[config.mk]
export PLATFORM = sky130hd
export DESIGN_NAME = itq_sequencer
export DESIGN_NICKNAME = d
export VERILOG_FILES = /design/src/rtl/itq_sequencer.sv
export SDC_FILE = /design/constraint.sdc
export NUM_CORES = 1
export LEC_CHECK = 0
export BUFFER_PORTS_ARGS = -buffer_cell sky130_fd_sc_hd__buf_4
export CORE_ASPECT_RATIO = 0.8
export CORE_UTILIZATION = 53
export CTS_BUF_LIST = sky130_fd_sc_hd__clkbuf_8
export DETAILED_ROUTE_END_ITERATION = 12
export PLACE_DENSITY = 0.91
export SYNTH_ARGS = -nofsm -noshare
export SYNTH_HDL_FRONTEND = slang
export SYNTH_SLANG_ARGS = --single-unit
export TNS_END_PERCENT = 100
[constraint.sdc]
create_clock -name clk -period 1.4 [get_ports clk]
set_input_delay 0 -clock clk [delete_from_list [all_inputs] [get_ports clk]]
set_output_delay 0 -clock clk [all_outputs]
set_load 0.01 [all_outputs]
[src/rtl/itq_sequencer.sv]
module itq_sequencer #(
  parameter int AW = 4,
  parameter int CW = 4,
  parameter int PW = 8
) (
  input  logic          clk,
  input  logic          rst_n,
  output logic [AW-1:0] cmd_addr,
  input  logic [CW+1:0] cmd_data,
  output logic          conv_start,
  output logic [CW-1:0] chan_sel,
  output logic          conv_q,
  input  logic          conv_done,
  input  logic [PW-1:0] period,
  input  logic [1:0]    ss_set,
  input  logic [1:0]    cont_mode,
  input  logic          ovr_clr,
  output logic [1:0]    ss_en,
  output logic [1:0]    q_active,
  output logic [1:0]    q_paused,
  output logic [1:0]    q_eoq,
  output logic          tick,
  output logic          trig_ovr
);
  localparam int SW = AW - 1;

  logic [PW-1:0] cnt;
  logic [1:0]    run, pau, en, waiting, take;
  logic [SW-1:0] ptr [2];
  logic          busy, f_pau, f_eoq, gsel, issue, done, other_idle, tmr_rst;

  assign en         = ss_en | cont_mode;
  assign tick       = (|en) && (cnt == period);
  assign waiting    = pau | (en & ~run);
  assign take       = tick ? waiting : 2'b00;
  assign gsel       = ~run[0];
  assign issue      = !busy && (|run);
  assign cmd_addr   = {gsel, ptr[gsel]};
  assign done       = busy && conv_done;
  assign other_idle = !(run[~conv_q] || pau[~conv_q]);
  assign tmr_rst    = done && f_eoq && other_idle;
  assign q_active   = run | pau;
  assign q_paused   = pau;

  always_ff @(posedge clk) begin
    if (!rst_n) cnt <= '0;
    else if (!(|en) || tick || tmr_rst) cnt <= '0;
    else cnt <= cnt + PW'(1);
  end

  always_ff @(posedge clk) begin
    if (!rst_n) begin
      conv_start <= 1'b0;
      busy       <= 1'b0;
      chan_sel   <= '0;
      conv_q     <= 1'b0;
      f_pau      <= 1'b0;
      f_eoq      <= 1'b0;
    end else begin
      conv_start <= issue;
      if (issue) begin
        busy     <= 1'b1;
        chan_sel <= cmd_data[CW-1:0];
        conv_q   <= gsel;
        f_pau    <= cmd_data[CW];
        f_eoq    <= cmd_data[CW+1];
      end else if (done) begin
        busy <= 1'b0;
      end
    end
  end

  always_ff @(posedge clk) begin
    if (!rst_n) begin
      run      <= '0;
      pau      <= '0;
      q_eoq    <= '0;
      ss_en    <= '0;
      ptr[0]   <= '0;
      ptr[1]   <= '0;
      trig_ovr <= 1'b0;
    end else begin
      for (int i = 0; i < 2; i++) begin
        if (take[i]) begin
          run[i] <= 1'b1;
          pau[i] <= 1'b0;
          if (!pau[i]) q_eoq[i] <= 1'b0;
        end
        if (done && conv_q == 1'(i)) begin
          if (f_eoq) begin
            run[i]   <= 1'b0;
            ptr[i]   <= '0;
            q_eoq[i] <= 1'b1;
            if (!cont_mode[i]) ss_en[i] <= 1'b0;
          end else begin
            ptr[i] <= ptr[i] + SW'(1);
            if (f_pau) begin
              run[i] <= 1'b0;
              pau[i] <= 1'b1;
            end
          end
        end
        if (ss_set[i]) ss_en[i] <= 1'b1;
      end
      if (tick && !(|waiting)) trig_ovr <= 1'b1;
      else if (ovr_clr) trig_ovr <= 1'b0;
    end
  end

  AST_ONE_OUTSTANDING: assert property (@(posedge clk) disable iff (!rst_n)
    (busy && !conv_done) |=> !conv_start);
  AST_STROBE_PULSE: assert property (@(posedge clk) disable iff (!rst_n)
    conv_start |=> !conv_start);
  AST_PAUSE_HOLD: assert property (@(posedge clk) disable iff (!rst_n)
    (q_paused[0] && !tick) |=> q_paused[0]);
  AST_SS_CLEAR: assert property (@(posedge clk) disable iff (!rst_n)
    (done && f_eoq && !cont_mode[conv_q] && !ss_set[conv_q]) |=> !ss_en[conv_q]);
  AST_OVR_STICKY: assert property (@(posedge clk) disable iff (!rst_n)
    (trig_ovr && !ovr_clr) |=> trig_ovr);
  AST_IDLE_NO_TICK: assert property (@(posedge clk) disable iff (!rst_n)
    (ss_en == 2'b00 && cont_mode == 2'b00) |-> !tick);
endmodule

==> flow_summary.json <==
{
  "path_buf_inv": 1,
  "wire_per_inst_microns": 17.2,
  "fin_util_pct": 85.3,
  "finalSetupViolCount": 0,
  "fin_ws_ps": 1.21,
  "avgSynthCellArea_sq_um": 9.22,
  "maxSlewHeadroom_pct": 69.9,
  "clk_latency_ps": 280,
  "ys_seq_area_share_pct": 46.1,
  "fin_area_sq_um": 2200,
  "syn-cell-area_sq_um": 1520,
  "yosys.area.top_type": "dfxtp_1",
  "fin_skew_ps": 5.33,
  "start_util_pct": 58.9,
  "cts-root-buf": "clkbuf_8",
  "gp_congestion": 0.861,
  "drive_above_1_share_pct": 38.5,
  "synthAdderAreaFrac_pct": 2.47,
  "crit_type": "register to output port",
  "cts.sinks": 32,
  "hold_class": "input port to register",
  "yosys_warnings": 0,
  "htree_num_levels": 2,
  "synth_cell_type_count": 34,
  "syn2layout_area_growth_pct": 44.8,
  "die_w_microns": 61.9,
  "wl_met3_microns": 407,
  "arrival_ps": 1400,
  "worst_ep_required_time_ps": 1400,
  "seqPwrFrac_pct": 50.8,
  "synth-compound-area-share_pct": 10.1,
  "wl_met1_microns": 1670,
  "ys_seq_elements": 32,
  "slowest_stage": "dfxtp_4",
  "startpoint_type": "register",
  "grt.total_usage_pct": 29.7,
  "power.internal_w": 0.00147,
  "core_sq_um": 2580,
  "slew_violations": 0,
  "cts_made_buffers": 5,
  "die-height_microns": 49.9,
  "power.density_nw_per_um2": 871,
  "top_layer_used": "met4",
  "grt_overflow": 0,
  "antenna_left": 0,
  "wl_microns": 4510,
  "drc_errors": 0,
  "antenna_cells": 0,
  "slowest_delay_ps": 350,
  "synth_ff_type": "dfxtp_1",
  "grt_pass1_vias": 1418,
  "timing.final.crit_share_pct": 99.9,
  "yosys-top-cells-area": "dfxtp_1 34%, edfxtp_1 12%, xnor2_1 6.3%",
  "clockBufferDepth": 2,
  "drtIter0Drc": 88,
  "ios": 42,
  "power_w": 0.00192,
  "post-place-ws_ps": -25.4,
  "ir_drop_v": 0.000897,
  "clockPowerShare_pct": 36.5,
  "leakagePower_nw": 0.926,
  "wl_met2_microns": 2310,
  "synth_fp_nets": 190,
  "rows": 16,
  "yosysTopAreaCellShare_pct": 34.2,
  "outcome": "finished clean",
  "port_buffers": 41,
  "grt_max_degree": 25,
  "synth_commonest_cells": "26 x dfxtp_1, 22 x nand2_1, 19 x nor2_1",
  "worst_pin_slew_ps": 448,
  "syn-instance-count": 165,
  "worstSetupEndpointType": "output port",
  "synth_xor_area_share_pct": 9.21,
  "crit_family": "simple AND/OR/NAND/NOR gates",
  "dieArea_sq_um": 3090,
  "synth-async-reset-ratio_pct": 0,
  "power.share.switching_pct": 23.2,
  "p_switching_w": 0.000444,
  "dr.pass1.iters": 5,
  "placed_area_sq_um": 1900,
  "cap_violations": 0,
  "synthSimpleGateAreaFrac_pct": 28.1,
  "antenna_found_initial": 0,
  "period_needed_ps": 1400,
  "tns_ps": 0,
  "timing.fmax_mhz": 715,
  "dp_hpwl_microns": 3000,
  "synth_top_family_by_area": "simple AND/OR/NAND/NOR gates",
  "crit_fanout": 3,
  "layout.nets": 250,
  "clkSlewWorstSetupHoldPaths_ps": 60,
  "vias": 1481,
  "yosysMostFrequentCell": "dfxtp_1",
  "synth_edf_count": 6,
  "synth_mux_area_share_pct": 2.22,
  "viasPerCell": 5.65,
  "p_comb_share_pct": 12.7,
  "hold_viol_final": 0,
  "path_cells": "xnor2_2 > nand4_2 > nor3b_4 > buf_6",
  "grt_pass1_wl_microns": 6470,
  "cts_tree": "built"
}
-- final timing paths --
check | end | slack (ps) | depth (start not counted) | startpoint
setup / recovery | tick | 1 | 4 | cnt[4]
hold / removal | chan_sel[0] | 10 | 3 | cmd_data[0]
setup reg to reg | q_eoq[1] | 10 | 4 | ss_en[1]
hold reg to reg | chan_sel[3] | 460 | 2 | chan_sel[3]
-- metrics by stage --
step | hold slack [ps] | cells
2_1_floorplan | 124 | 165
5_1_grt | 2.55 | 262
4_1_cts | 12.2 | 260
3_5_place_dp | 231 | 244
3_3_place_gp | 215 | 244
6_report | 13.4 | 262
-- area by class of cell --
| cell class | count | area [sq um] |
|---|---|---|
| Multi-Input combinational cell | 127 | 898 |
| Sequential cell | 32 | 713 |
| Timing Repair Buffer | 57 | 449 |
| Fill cell | 142 | 379 |
| Clock buffer | 6 | 82.6 |
| Tap cell | 36 | 45.0 |
| Clock inverter | 2 | 7.51 |
| Inverter | 2 | 7.51 |
-- worst reg2reg max path, cell delays in order (launching register included) --
cell	delay (ps)
dfxtp_1	380
nor2_1	100
or3_1	330
o31ai_1	280
a21boi_0	170
-- layout by cell type, fill, tap and decap left out, types with 2 or more instances in the layout --
| cell | synthesis | layout |
|---|---|---|
| o21a_1 | 4 | 4 |
| nor3_1 | 7 | 3 |
| dfxtp_2 | 0 | 7 |
| xor2_1 | 5 | 5 |
| and3_1 | 2 | 2 |
| buf_4 | 1 | 49 |
| dfxtp_1 | 26 | 18 |
| nor4_1 | 4 | 4 |
| and2_1 | 3 | 3 |
| nor2_1 | 19 | 18 |
| edfxtp_1 | 6 | 6 |
| a21oi_1 | 4 | 4 |
| or2_2 | 2 | 2 |
| nor3_2 | 0 | 4 |
| dlygate4sd3_1 | 0 | 7 |
| nand2b_1 | 5 | 5 |
| a21boi_0 | 7 | 7 |
| o21ai_0 | 7 | 6 |
| inv_1 | 2 | 4 |
| clkbuf_8 | 0 | 6 |
| nor2b_1 | 2 | 2 |
| ha_1 | 3 | 3 |
| mux2_2 | 3 | 3 |
| nand2_1 | 22 | 22 |
| nand3_1 | 6 | 6 |
| xnor2_2 | 0 | 8 |
| xnor2_1 | 11 | 3 |
-- power by group through the flow --
stage               sequential, W  clock (W)  combinational [W]
finish                   0.000975   0.000701           0.000243
global route             0.000977   0.000754           0.000258
CTS                      0.000973   0.000702           0.000204
detailed placement       0.000993          0           0.000188
global placement         0.000991          0           0.000178
floorplan                0.000995          0          0.0000872
-- registers in the layout, summed over array words and instances, names as in the netlist --
name,cells
f_eoq,1
ss_en,2
ptr,6
conv_start,1
trig_ovr,1
q_paused,2
busy,1
cnt,8
chan_sel,4
run,2
f_pau,1
conv_q,1
q_eoq,2
-- per-layer routing --
| metal | vias to the layer above | GRT usage (%) |
|---|---|---|
| li1 | 697 | - |
| met1 | 673 | 34.8 |
| met2 | 96 | 50.4 |
| met3 | 15 | 7.87 |
| met4 | 0 | 11.9 |
| met5 | - | 0 |
-- kinds of logic (layout without fill, tap and decap cells) --
logic type / after synthesis / in the layout
compound gates: 24 / 24
xor+xnor: 16 / 16
fa+ha+maj: 3 / 3
buf+inv: 6 / 67
flops: 32 / 32
mux: 3 / 3
simple gates: 81 / 81
-- what timing repair did --
action / in CTS / in global routing
hold buffers: 7 / 0
buffers inserted: 1 / 2
endpoints found under the hold margin: 7 / 0
gates resized for setup: 3 / 24
setup endpoints to repair: 8 / 20
pin swaps: 1 / 7
Note: power is estimated with default switching activity, not from simulation.
